===== src/rtl/br_pkg.sv =====
// Package of shared types and field positions for the branch resolver.
// Assumes a 5-bit option field whose bit positions are fixed by decode.
package br_pkg;
    // Target source select encoding.
    typedef enum logic [1:0] {
        TGT_REL = 2'd0,
        TGT_CTR = 2'd1,
        TGT_LR  = 2'd2,
        TGT_RSV = 2'd3
    } tgt_sel_e;

    // Bit positions inside the option field.
    localparam int OPT_CR_IGNORE = 4;
    localparam int OPT_CR_POL    = 3;
    localparam int OPT_CTR_KEEP  = 2;
    localparam int OPT_CTR_ZERO  = 1;
    localparam int OPT_HINT      = 0;
endpackage


===== src/rtl/br_count_unit.sv =====
// Count test: optionally decrements the count register and judges the
// decremented value for zero or nonzero. Assumes dec_en already folds in
// any target-select override.
module br_count_unit #(
    parameter int XLEN = 32
) (
    input  logic [XLEN-1:0] ctr_in,
    input  logic            dec_en,
    input  logic            want_zero,
    output logic [XLEN-1:0] ctr_dec,
    output logic            cnt_ok
);
    localparam logic [XLEN-1:0] ONE = {{(XLEN-1){1'b0}}, 1'b1};

    logic dec_is_zero;

    // Decrement with modular wrap.
    always_comb begin
        ctr_dec = ctr_in - ONE;
    end

    // Zero detect on the decremented count and polarity choice.
    always_comb begin
        dec_is_zero = (ctr_dec == '0);
        if (!dec_en)
            cnt_ok = 1'b1;
        else if (want_zero)
            cnt_ok = dec_is_zero;
        else
            cnt_ok = !dec_is_zero;
    end
endmodule


===== src/rtl/br_cond_unit.sv =====
// Condition test: picks one condition-register bit by selector, counting
// from the most significant bit, and compares it against a polarity bit.
// Assumes CR_W equals 2**SEL_W.
module br_cond_unit #(
    parameter int SEL_W = 5,
    parameter int CR_W  = 32
) (
    input  logic [CR_W-1:0]  cr_in,
    input  logic [SEL_W-1:0] sel,
    input  logic             ignore,
    input  logic             polarity,
    output logic             cond_ok
);
    logic [CR_W-1:0] msb_first;
    logic            picked;

    // Reverse the register so index 0 names the leftmost bit.
    for (genvar g = 0; g < CR_W; g++) begin : g_rev
        assign msb_first[g] = cr_in[CR_W-1-g];
    end

    // Bit pick and polarity compare.
    always_comb begin
        picked  = msb_first[sel];
        cond_ok = ignore ? 1'b1 : (picked == polarity);
    end
endmodule


===== src/rtl/br_target_unit.sv =====
// Target mux: chooses relative, count or link target and clears the
// alignment bits on register-indirect sources. Assumes reserved select
// values fall back to the relative target.
module br_target_unit
    import br_pkg::*;
#(
    parameter int XLEN       = 32,
    parameter int ALIGN_BITS = 2
) (
    input  tgt_sel_e         sel,
    input  logic [XLEN-1:0]  rel_in,
    input  logic [XLEN-1:0]  ctr_in,
    input  logic [XLEN-1:0]  lr_in,
    output logic [XLEN-1:0]  target,
    output logic             from_ctr
);
    logic [XLEN-1:0] align_mask;

    // Mask with the low ALIGN_BITS cleared.
    for (genvar g = 0; g < XLEN; g++) begin : g_mask
        assign align_mask[g] = (g >= ALIGN_BITS);
    end

    // Source selection.
    always_comb begin
        from_ctr = (sel == TGT_CTR);
        unique case (sel)
            TGT_CTR: target = ctr_in & align_mask;
            TGT_LR:  target = lr_in & align_mask;
            default: target = rel_in;
        endcase
    end
endmodule


===== src/rtl/br_resolver.sv =====
// Conditional branch resolver top. Combines count test, condition test and
// target choice, then registers next PC, taken flag and register updates.
// Assumes request inputs are stable across the capturing edge.
module br_resolver
    import br_pkg::*;
#(
    parameter int XLEN  = 32,
    parameter int OPT_W = 5,
    parameter int SEL_W = 5,
    parameter int INSN_BYTES = 4
) (
    input  logic             clk,
    input  logic             rst_n,
    input  logic             req_valid,
    input  logic [OPT_W-1:0] bo,
    input  logic [SEL_W-1:0] bi,
    input  logic [XLEN-1:0]  cr,
    input  logic [XLEN-1:0]  ctr,
    input  logic [XLEN-1:0]  lr,
    input  logic [XLEN-1:0]  pc,
    input  logic [XLEN-1:0]  rel_target,
    input  logic [1:0]       tgt_sel,
    input  logic             link_en,
    output logic             out_valid,
    output logic [XLEN-1:0]  next_pc,
    output logic             taken,
    output logic [XLEN-1:0]  ctr_new,
    output logic             ctr_we,
    output logic [XLEN-1:0]  lr_new,
    output logic             lr_we
);
    localparam logic [XLEN-1:0] STEP = XLEN'(INSN_BYTES);

    tgt_sel_e        sel_e;
    logic [XLEN-1:0] target;
    logic            from_ctr;
    logic            dec_en;
    logic [XLEN-1:0] ctr_dec;
    logic            cnt_ok;
    logic            cond_ok;
    logic [XLEN-1:0] seq_pc;
    logic            take_d;
    logic            unused_hint;

    assign unused_hint = bo[OPT_HINT];

    // Decode select and decide whether the count is decremented.
    always_comb begin
        sel_e  = tgt_sel_e'(tgt_sel);
        dec_en = !bo[OPT_CTR_KEEP] && !from_ctr;
        seq_pc = pc + STEP;
    end

    br_target_unit #(.XLEN(XLEN), .ALIGN_BITS(2)) u_target (
        .sel      (sel_e),
        .rel_in   (rel_target),
        .ctr_in   (ctr),
        .lr_in    (lr),
        .target   (target),
        .from_ctr (from_ctr)
    );

    br_count_unit #(.XLEN(XLEN)) u_count (
        .ctr_in    (ctr),
        .dec_en    (dec_en),
        .want_zero (bo[OPT_CTR_ZERO]),
        .ctr_dec   (ctr_dec),
        .cnt_ok    (cnt_ok)
    );

    br_cond_unit #(.SEL_W(SEL_W), .CR_W(XLEN)) u_cond (
        .cr_in    (cr),
        .sel      (bi),
        .ignore   (bo[OPT_CR_IGNORE]),
        .polarity (bo[OPT_CR_POL]),
        .cond_ok  (cond_ok)
    );

    // Combine both tests.
    always_comb begin
        take_d = cnt_ok && cond_ok;
    end

    // Output register stage with synchronous reset.
    always_ff @(posedge clk) begin
        if (!rst_n) begin
            out_valid <= 1'b0;
            next_pc   <= '0;
            taken     <= 1'b0;
            ctr_new   <= '0;
            ctr_we    <= 1'b0;
            lr_new    <= '0;
            lr_we     <= 1'b0;
        end else if (req_valid) begin
            out_valid <= 1'b1;
            next_pc   <= take_d ? target : seq_pc;
            taken     <= take_d;
            ctr_we    <= dec_en;
            if (dec_en)
                ctr_new <= ctr_dec;
            lr_we     <= link_en;
            if (link_en)
                lr_new <= seq_pc;
        end else begin
            out_valid <= 1'b0;
            taken     <= 1'b0;
            ctr_we    <= 1'b0;
            lr_we     <= 1'b0;
        end
    end

    // idle cycles carry no result.
    a_r2_idle_quiet: assert property (@(posedge clk) disable iff (!rst_n)
        !out_valid |-> (!taken && !ctr_we && !lr_we));

    // committed count is one below the sampled count.
    a_r3_dec_value: assert property (@(posedge clk) disable iff (!rst_n)
        ctr_we |-> (ctr_new == $past(ctr) - 1));

    // count-register target never decrements.
    a_r10_no_dec_ctr_tgt: assert property (@(posedge clk) disable iff (!rst_n)
        ctr_we |-> ($past(tgt_sel) != 2'd1));

    // a taken decrement-on-nonzero branch leaves a nonzero count.
    a_r4_nonzero_taken: assert property (@(posedge clk) disable iff (!rst_n)
        (taken && ctr_we && !$past(bo[1])) |-> (ctr_new != '0));

    // fall-through goes to the next instruction.
    a_r7_fallthrough: assert property (@(posedge clk) disable iff (!rst_n)
        (out_valid && !taken) |-> (next_pc == $past(pc) + STEP));

    // register-indirect taken targets are word aligned.
    a_r8_aligned: assert property (@(posedge clk) disable iff (!rst_n)
        (taken && ($past(tgt_sel) == 2'd1 || $past(tgt_sel) == 2'd2))
            |-> (next_pc[1:0] == 2'b00));

    // link update is the return address of the branch.
    a_r9_link_value: assert property (@(posedge clk) disable iff (!rst_n)
        lr_we |-> (out_valid && lr_new == $past(pc) + STEP));
endmodule


===== config.mk =====
export PLATFORM = sky130hd
export DESIGN_NAME = br_resolver
export DESIGN_NICKNAME = d
export VERILOG_FILES = /design/src/rtl/br_pkg.sv /design/src/rtl/br_count_unit.sv /design/src/rtl/br_cond_unit.sv /design/src/rtl/br_target_unit.sv /design/src/rtl/br_resolver.sv
export SDC_FILE = /design/constraint.sdc
export NUM_CORES = 1
export LEC_CHECK = 0
export BUFFER_PORTS_ARGS = -buffer_cell sky130_fd_sc_hd__clkbuf_2
export CORE_ASPECT_RATIO = 0.5
export CORE_MARGIN = 8
export CORE_UTILIZATION = 49
export CTS_CLUSTER_SIZE = 14
export DETAILED_ROUTE_END_ITERATION = 10
export GPL_TIMING_DRIVEN = 0
export PLACE_DENSITY_LB_ADDON = 0.05
export SLEW_MARGIN = 20
export SYNTH_ARGS = -nofsm -noshare
export SYNTH_HDL_FRONTEND = slang
export SYNTH_SLANG_ARGS = --single-unit

===== constraint.sdc =====
create_clock -name clk -period 4.7 [get_ports clk]
set_input_delay 0.94 -clock clk [delete_from_list [all_inputs] [get_ports clk]]
set_output_delay 0.94 -clock clk [all_outputs]
set_load 0.1 [all_outputs]

==> results of run 1 <==
## Yosys cell counts (5+ instances only)
master	instances	area share [%]
sky130_fd_sc_hd__ha_1	5	0.97
sky130_fd_sc_hd__nand2b_1	9	0.87
sky130_fd_sc_hd__nor3_1	18	1.4
sky130_fd_sc_hd__buf_2	5	0.39
sky130_fd_sc_hd__nand3_1	18	1.4
sky130_fd_sc_hd__buf_6	5	0.87
sky130_fd_sc_hd__clkbuf_1	58	3.4
sky130_fd_sc_hd__nor4_1	11	1.1
sky130_fd_sc_hd__a211oi_2	29	5.6
sky130_fd_sc_hd__nor2_1	21	1.2
sky130_fd_sc_hd__a21oi_1	34	2.6
sky130_fd_sc_hd__nand2_1	138	8.0
sky130_fd_sc_hd__and3_1	10	0.97
sky130_fd_sc_hd__a22oi_1	30	3.5
sky130_fd_sc_hd__xor2_1	22	3.0
sky130_fd_sc_hd__inv_1	9	0.52
sky130_fd_sc_hd__nand4_1	12	1.2
sky130_fd_sc_hd__o211a_1	87	13
sky130_fd_sc_hd__o21ai_0	36	2.8
sky130_fd_sc_hd__or3_1	7	0.68
sky130_fd_sc_hd__dfxtp_1	100	31
sky130_fd_sc_hd__mux2i_1	13	2.0
sky130_fd_sc_hd__xnor2_1	31	4.2
## metal layers
| layer | wire, um | vias up | global-route usage (%) |
|---|---|---|---|
| met5 | 0 | - | 0 |
| met4 | 293 | 0 | 5.24 |
| met3 | 2390 | 26 | 6.90 |
| met2 | 11200 | 303 | 44.0 |
| met1 | 10200 | 3346 | 33.6 |
| li1 | - | 3406 | - |
## worst max-delay path, stage by stage
cell                        delay [ps]
sky130_fd_sc_hd__clkbuf_2          160
sky130_fd_sc_hd__or4_4             580
sky130_fd_sc_hd__nand4bb_1         320
sky130_fd_sc_hd__buf_2             260
sky130_fd_sc_hd__nor4_1            320
sky130_fd_sc_hd__xnor2_1           210
sky130_fd_sc_hd__nand4_1           190
sky130_fd_sc_hd__mux2i_1           640
sky130_fd_sc_hd__and2_4            280
sky130_fd_sc_hd__buf_6             120
sky130_fd_sc_hd__buf_6             160
sky130_fd_sc_hd__a311oi_2          100
## stage by stage
| stage | area, um^2 | power [mW] | hold WS [ps] |
|---|---|---|---|
| after floorplan | 6480 | 1.74 | 883 |
| after global placement | 8030 | 1.99 | 453 |
| after detailed placement | 8030 | 2.00 | 463 |
| after CTS | 8360 | 2.83 | 477 |
| after global routing | 8370 | 2.93 | 505 |
| final | 8370 | 2.82 | 474 |
## flip-flops by register name (all words and copies together), names as in the netlist
| signal | count |
|---|---|
| ctr_new | 32 |
| lr_new | 32 |
| next_pc | 32 |
| ctr_we | 1 |
| lr_we | 1 |
| out_valid | 1 |
| taken | 1 |
## layout make-up
cell class	count	area share, %
multi-input cells	590	49.4
flip-flops and latches	100	23.9
repair buffers	266	15.9
plain buffers	72	3.80
clock buffers	9	2.69
well taps	170	2.54
clock inverters	7	1.30
inverters	9	0.404
## cell families (layout without fill, tap and decap cells)
| kind of cell | count (synthesis) | after routing |
|---|---|---|
| AO/OA/AOI/OAI | 239 | 239 |
| XOR/XNOR | 54 | 54 |
| adder cells (fa/ha/maj) | 5 | 5 |
| buffers and inverters | 81 | 363 |
| flip-flops | 100 | 100 |
| multiplexers | 19 | 19 |
| AND/OR/NAND/NOR | 273 | 273 |
## worst max path at each step
stage / end / slack (ps) / cells past startpoint
final: next_pc[31]$_SDFFE_PN0P_ / 640 / 12
after global routing: next_pc[31]$_SDFFE_PN0P_ / 480 / 12
after CTS: next_pc[31]$_SDFFE_PN0P_ / 740 / 12
after detailed placement: next_pc[31]$_SDFFE_PN0P_ / 380 / 12
after global placement: next_pc[31]$_SDFFE_PN0P_ / 390 / 12
after floorplan: next_pc[10]$_SDFFE_PN0P_ / 910 / 11
## power by group through the flow
stage | clock network (mW) | logic [mW] | registers, mW
global placement | 0 | 1.02 | 0.964
CTS | 0.848 | 1.04 | 0.947
finish | 0.840 | 1.04 | 0.948
global route | 0.883 | 1.09 | 0.954
detailed placement | 0 | 1.03 | 0.967
floorplan | 0 | 0.314 | 1.42
==> impl_results.md, run 1 <==
* Run status: finished clean
* Number of pins with negative max-slew slack in the final report at 0
* Hold/Removal Path Class: reg -> reg
* Drt first pass iters at 5
* Hold-fix buffer count after cts at 0
* Vias per std cell at ~5.8
* First-pass GRT wire length at between 30,000 and 40,000 um
* Final Wtd Congestion at between 0.8 and 0.9
* Final TNS setup at 0 ps
* H-Tree Level Count at 3
* Global-route congestion overflow total at 0
* Sequential share of the synthesized area at 30.9%
* FF-to-FF Start: next_pc[1]$_SDFFE_PN0P_
* Hold Path End: lr_new[1]$_SDFFE_PN0P_
* Diodes inserted at 0
* Worst slew pin tran at ~890 ps
* Initial cell density of the core at between 50% and 60%
* Setup Slack @ Placement at between 300 and 400 ps
* Int Power at 1.64 mW
* Period utilization at around 86%
* Cell row count at 29
* Number of clock sinks at 100
* Highest clock frequency the design can meet at 0.246 GHz
* Total routing usage reported by global routing at between 20% and 30%
* Power per standard cell area at 338 nW/um^2
* Number of buffers between clock root and the deepest sink at 2
* Number of cells on the worst hold path at 2
* Number of design rule violations left after detail routing at 0
* Die extent in y at slightly below 100 um
* Count of port buffers added during placement at 266
* Maximum number of pins on one net before global-route repair at 19
* CP Launch Type: input port
* Count of fill cells added during filler insertion at ~1,200
* Most instantiated flip-flop cell in the synthesis netlist: sky130_fd_sc_hd__dfxtp_1
* First DRT Iteration DRCs at ~380
* Placed cells at 1,207
* Average cell area after synthesis at roughly 8.4 um^2
* Number of enable flip-flop cells after synthesis at 0
* Reg-to-reg slack, setup at a little under 4000 ps
* Source-to-sink clock delay at the later pin of the worst-skew pair at about 350 ps
* Area delta synth->final at 29.1%
* Post-layout util at 65.5%
* Start point of the critical path: ctr[7]
* Commonest cells after routing, fill and taps aside: 266 x sky130_fd_sc_hd__clkbuf_2, 138 x sky130_fd_sc_hd__nand2_1, 100 x sky130_fd_sc_hd__dfxtp_1, 87 x sky130_fd_sc_hd__o211a_1, 58 x sky130_fd_sc_hd__clkbuf_1
* Final Hold Fails at 0
* Total number of vias at between 7,000 and 8,000
* Die area at around 17,000 um^2
* Synth Register Bits at 100
* Max-slew headroom at about two fifths
* Largest family of logic cells by synthesized area: compound AO/OA/AOI/OAI gates
* Fraction of synthesis flops using an asynchronous set or reset pin at 0%
* Comb pwr share at around 37%
* Setup Crit Path Kind: in -> reg
* Nets in the synthesized netlist at roughly 950
* Clock share of power at between 20 and 30%
* Post-synthesis compound-gate area fraction at a little under a third
* Worst supply voltage drop on vdd at ~0.22 mV
* Final count of negative-setup-slack endpoints at 0
* Critical Path End Type: flop
* Wire length reported by the detailed router at ~24,000 um
* Count of cells along the worst register-to-register path at 2
* Synth Area in Simple Gates at 20.6%
* CTS Root Cell: sky130_fd_sc_hd__clkbuf_16
* Multi-input combinational cell area at ~4100 um^2
* TritonCTS clock tree: done
* Adder and majority gate portion of the synthesized area at less than 1%
* Worst Skew at 0 ps
* Top-level I/O count at 276
* Endpoint of the worst-slack reg-to-reg timing path: next_pc[1]$_SDFFE_PN0P_
* Detailed placer's ending HPWL at between 15,000 and 20,000 um
* Most frequent standard cell in the layout excluding fill and tap cells: sky130_fd_sc_hd__clkbuf_2
* Final layout net count at around 1,200
* Clock slew at reported path FFs at ~80 ps
* Number of cells in the finished layout apart from fillers at between 1,000 and 1,500
* Distinct cell type count of the synthesized netlist at 60
* Setup Fix Bufs, Post-CTS at 0
* Cell area after technology mapping at 6480 um^2
* Worst setup margin at around 640 ps
* Number of cells produced by synthesis at around 770
* Storage cell area at between 2000 and 2500 um^2
* Arrival time worst endpoint at 4280 ps
* Xor-xnor portion of the synthesized cell area at 7.41%
* Total number of yosys warnings at 0
* Routed wire per std cell at slightly below 20 um
* Leak Pwr at 4.25 nW
* Num CTS Buffers at 9
* Min cycle time layout at between 4000 and 5000 ps
* P_sw at around 1.2 mW
* Sequential fraction of design power at around a third
* Data required, critical path at 4920 ps
* Vias in the first global route at 6,903
* Number of antenna violations at the first check in global routing at 0
* Multiplexer area fraction after synthesis at roughly 3.7%
* Sw Share at roughly two fifths
* Setup repair after global routing missed its margin: false
* Hold Path Origin: lr_new[1]$_SDFFE_PN0P_
* Number of gates resized after cts at 0
* Residual antenna-violating net count after detailed routing at 0
* X dimension of the die at approximately 180 um
* Core Area at about 13,000 um^2
* Max-cap violation count at 0
* Largest fanout on the critical path at 10
* Proportion of layout cells with a drive suffix above 1 at about 32%
No activity file was read; power rests on OpenSTA's default activity.
==> run 2: changes to the inputs <==
--- a/config.mk
+++ b/config.mk
@@ -7,10 +7,10 @@
 export LEC_CHECK = 0
 export BUFFER_PORTS_ARGS = -buffer_cell sky130_fd_sc_hd__clkbuf_2
 export CORE_ASPECT_RATIO = 0.5
-export CORE_MARGIN = 8
 export CORE_UTILIZATION = 49
 export CTS_CLUSTER_SIZE = 14
 export DETAILED_ROUTE_END_ITERATION = 10
+export GPL_ROUTABILITY_DRIVEN = 0
 export GPL_TIMING_DRIVEN = 0
 export PLACE_DENSITY_LB_ADDON = 0.05
 export SLEW_MARGIN = 20
==> constraint.sdc (replaced) <==
create_clock -name clk -period 4.3 [get_ports clk]
set_input_delay 0.86 -clock clk [delete_from_list [all_inputs] [get_ports clk]]
set_output_delay 0.86 -clock clk [all_outputs]
set_load 0.1 [all_outputs]
==> impl_results.md, run 2 (same netlist as run 1, synthesis figures left out) <==
* Run status: finished clean (unchanged)
* P_sw at 1.27 mW (was 1.19 mW)
* X dimension of the die at 165 um (was 179 um)
* CP peak stage delay at 600 ps (was 640 ps)
* Count of cells along the worst register-to-register path at 2 (unchanged)
* Vias in the first global route at 6,708 (was 6,903)
* TritonCTS clock tree: done (unchanged)
* Number of design rule violations left after detail routing at 0 (unchanged)
* Setup Crit Path Kind: in -> reg (unchanged)
* Hold Path End: lr_new[3]$_SDFFE_PN0P_ (was lr_new[1]$_SDFFE_PN0P_)
* Most frequent standard cell in the layout excluding fill and tap cells: sky130_fd_sc_hd__clkbuf_2 (unchanged)
* Sw Share at 43.3% (was 42.0%)
* Critical Path End Type: flop (unchanged)
* Largest fanout on the critical path at 10 (unchanged)
* Min cycle time layout at between 3000 and 4000 ps
* Hold/Removal Path Class: reg -> reg (unchanged)
* CP Launch Type: input port (unchanged)
* Number of cells in the finished layout apart from fillers at 1,223 (unchanged)
* Global-route congestion overflow total at 0 (unchanged)
* Sequential fraction of design power at 35.2% (was 33.5%)
* Number of pins with negative max-slew slack in the final report at 0 (unchanged)
* Core Area at 12,800 um^2 (unchanged)
* Top Family by Delay on Critical Path: simple AND/OR/NAND/NOR gates (unchanged)
* Residual antenna-violating net count after detailed routing at 0 (unchanged)
* Initial cell density of the core at 50.7% (unchanged)
* Leak Pwr at 4.22 nW (was 4.25 nW)
* Most numerous cell on the critical path: sky130_fd_sc_hd__buf_6 (unchanged)
* Count of port buffers added during placement at 266 (unchanged)
* Final count of negative-setup-slack endpoints at 0 (unchanged)
* Num CTS Buffers at 9 (unchanged)
* Wire length reported by the detailed router at 22,000 um (was 24,100 um)
* Slowest cell on crit path: sky130_fd_sc_hd__mux2i_1 (unchanged)
* First-pass GRT wire length at 34,000 um (was 37,000 um)
* Max-cap violation count at 0 (unchanged)
* Worst slew pin tran at 819 ps (was 889 ps)
* Arrival time worst endpoint at 4180 ps (was 4280 ps)
* Proportion of layout cells with a drive suffix above 1 at 31.8% (was 32.0%)
* Data required, critical path at 4510 ps (was 4920 ps)
* Die area at 13,700 um^2 (was 17,400 um^2)
* Vias per std cell at 5.71 (was 5.79)
* Total routing usage reported by global routing at 31.6% (was 26.4%)
* Setup repair after global routing missed its margin: false (unchanged)
* Die extent in y at 83.3 um (was 97.3 um)
* Final Hold Slack at 471 ps (was 474 ps)
* Detailed placer's ending HPWL at 17,800 um (was 19,900 um)
* Source-to-sink clock delay at the later pin of the worst-skew pair at 350 ps (about the same)
* Max-slew headroom at 44.6% (was 39.9%)
* Clock share of power at 26.3% (was 29.7%)
* Cell row count at 29 (unchanged)
* Routed wire per std cell at 18.0 um (was 19.7 um)
* Placed cells at 1,207 (unchanged)
* Maximum number of pins on one net before global-route repair at 17 (was 19)
* Drt first pass iters at 5 (unchanged)
* Post-layout util at 65.0% (was 65.5%)
* CP cell instances: clkbuf_2 -> or4_4 -> nand4bb_1 -> buf_2 -> nor4_1 -> xnor2_1 -> nand4_1 -> mux2i_1 -> and2_4 -> buf_6 -> buf_6 -> a311oi_2 (unchanged)
* Final Hold Fails at 0 (unchanged)
* Final TNS setup at 0 ps (unchanged)
* Hold Path Origin: lr_new[3]$_SDFFE_PN0P_ (was lr_new[1]$_SDFFE_PN0P_)
* CTS Root Cell: sky130_fd_sc_hd__clkbuf_16 (unchanged)
* Highest clock frequency the design can meet at between 0.2 and 0.3 GHz
* Power per standard cell area at 354 nW/um^2 (was 338 nW/um^2)
* Reg-to-reg slack, setup at 3560 ps (was 3930 ps)
* Total number of vias at 6,986 (was 7,081)
* Top-level I/O count at 276 (unchanged)
* Number of buffers between clock root and the deepest sink at 2 (unchanged)
* FF-to-FF Start: next_pc[0]$_SDFFE_PN0P_ (was next_pc[1]$_SDFFE_PN0P_)
* Worst Skew at 0 ps (unchanged)
* Largest registers: ctr_new (32), lr_new (32), next_pc (32) (unchanged)
* Final layout net count at 1,229 (unchanged)
* Setup Fix Bufs, Post-CTS at 0 (unchanged)
* H-Tree Level Count at 3 (unchanged)
* Commonest cells after routing, fill and taps aside: 266 x sky130_fd_sc_hd__clkbuf_2, 138 x sky130_fd_sc_hd__nand2_1, 100 x sky130_fd_sc_hd__dfxtp_1, 87 x sky130_fd_sc_hd__o211a_1, 59 x sky130_fd_sc_hd__clkbuf_1 (was 266 x sky130_fd_sc_hd__clkbuf_2, 138 x sky130_fd_sc_hd__nand2_1, 100 x sky130_fd_sc_hd__dfxtp_1, 87 x sky130_fd_sc_hd__o211a_1, 58 x sky130_fd_sc_hd__clkbuf_1)
* First DRT Iteration DRCs at 328 (was 381)
* Number of clock sinks at 100 (unchanged)
* Number of gates resized after cts at 0 (unchanged)
* Number of cells on the worst hold path at 2 (unchanged)
* Clock slew at reported path FFs at 70 ps (was 80 ps)
* Setup Slack @ Placement at 68.3 ps (was 379 ps)
* Count of buffering cells on the critical path with inverters included at 4 (unchanged)
* Area delta synth->final at 28.1% (was 29.1%)
* Worst supply voltage drop on vdd at 0.209 mV (was 0.219 mV)
* Int Power at 1.66 mW (was 1.64 mW)
* Worst setup margin at 328 ps (was 635 ps)
* Period utilization at a little over 90%
* Number of antenna violations at the first check in global routing at 0 (unchanged)
* Hold-fix buffer count after cts at 0 (unchanged)
* Endpoint of the worst-slack reg-to-reg timing path: next_pc[0]$_SDFFE_PN0P_ (was next_pc[1]$_SDFFE_PN0P_)
* Comb pwr share at 38.5% (was 36.7%)
-- run 2: cell count changes in the layout (fill, tap and decap cells not counted), sizes merged --
cell      change
bufinv        -2
diode         +1
clkbuf        +1
clkinv        +1
clkinvlp      -1
-- run 2: layout make-up --
class	instances	area, um^2
Buffer	72	318
Tap cell	170	213
Clock buffer	10	229
Antenna cell	1	2.50
Clock inverter	5	36.3
Timing Repair Buffer	266	1330
Inverter	9	33.8
Sequential cell	100	2000
Fill cell	1174	4470
Multi-Input combinational cell	590	4130
-- run 2: layer usage --
layer  global-route usage (%)  vias up  routed length [um]
li1                         -     3411                   -
met4                     7.09        0                 269
met2                     52.0      266               10100
met3                     6.94       22                1670
met5                        0        -                   0
met1                     42.0     3287                9960
-- run 2: worst reg2reg max path: cells and delay by family (launching register included) --
family          cells  cell delay (ps)
flops               1              330
compound gates      2              320
-- run 2: power by group through the flow --
stage,clock (mW),sequential [mW],combinational (mW)
2_1_floorplan,0,1.56,0.343
3_3_place_gp,0,1.05,1.11
3_5_place_dp,0,1.06,1.12
4_1_cts,0.779,1.03,1.13
5_1_grt,0.816,1.04,1.18
6_report,0.772,1.03,1.13
-- run 2: through the flow --
step | total power [mW] | cell area (um^2)
floorplan | 1.90 | 6480
global placement | 2.17 | 8030
detailed placement | 2.18 | 8030
CTS | 2.94 | 8290
global route | 3.04 | 8300
finish | 2.94 | 8300
-- run 2: how the worst max path moves through the flow --
| stage | depth (start not counted) | start | to |
|---|---|---|---|
| 2_1_floorplan | 11 | ctr[6] | next_pc[10]$_SDFFE_PN0P_ |
| 3_3_place_gp | 12 | ctr[3] | next_pc[31]$_SDFFE_PN0P_ |
| 3_5_place_dp | 12 | ctr[7] | next_pc[31]$_SDFFE_PN0P_ |
| 4_1_cts | 12 | ctr[7] | next_pc[31]$_SDFFE_PN0P_ |
| 5_1_grt | 11 | ctr[3] | next_pc[10]$_SDFFE_PN0P_ |
| 6_report | 12 | ctr[7] | next_pc[31]$_SDFFE_PN0P_ |
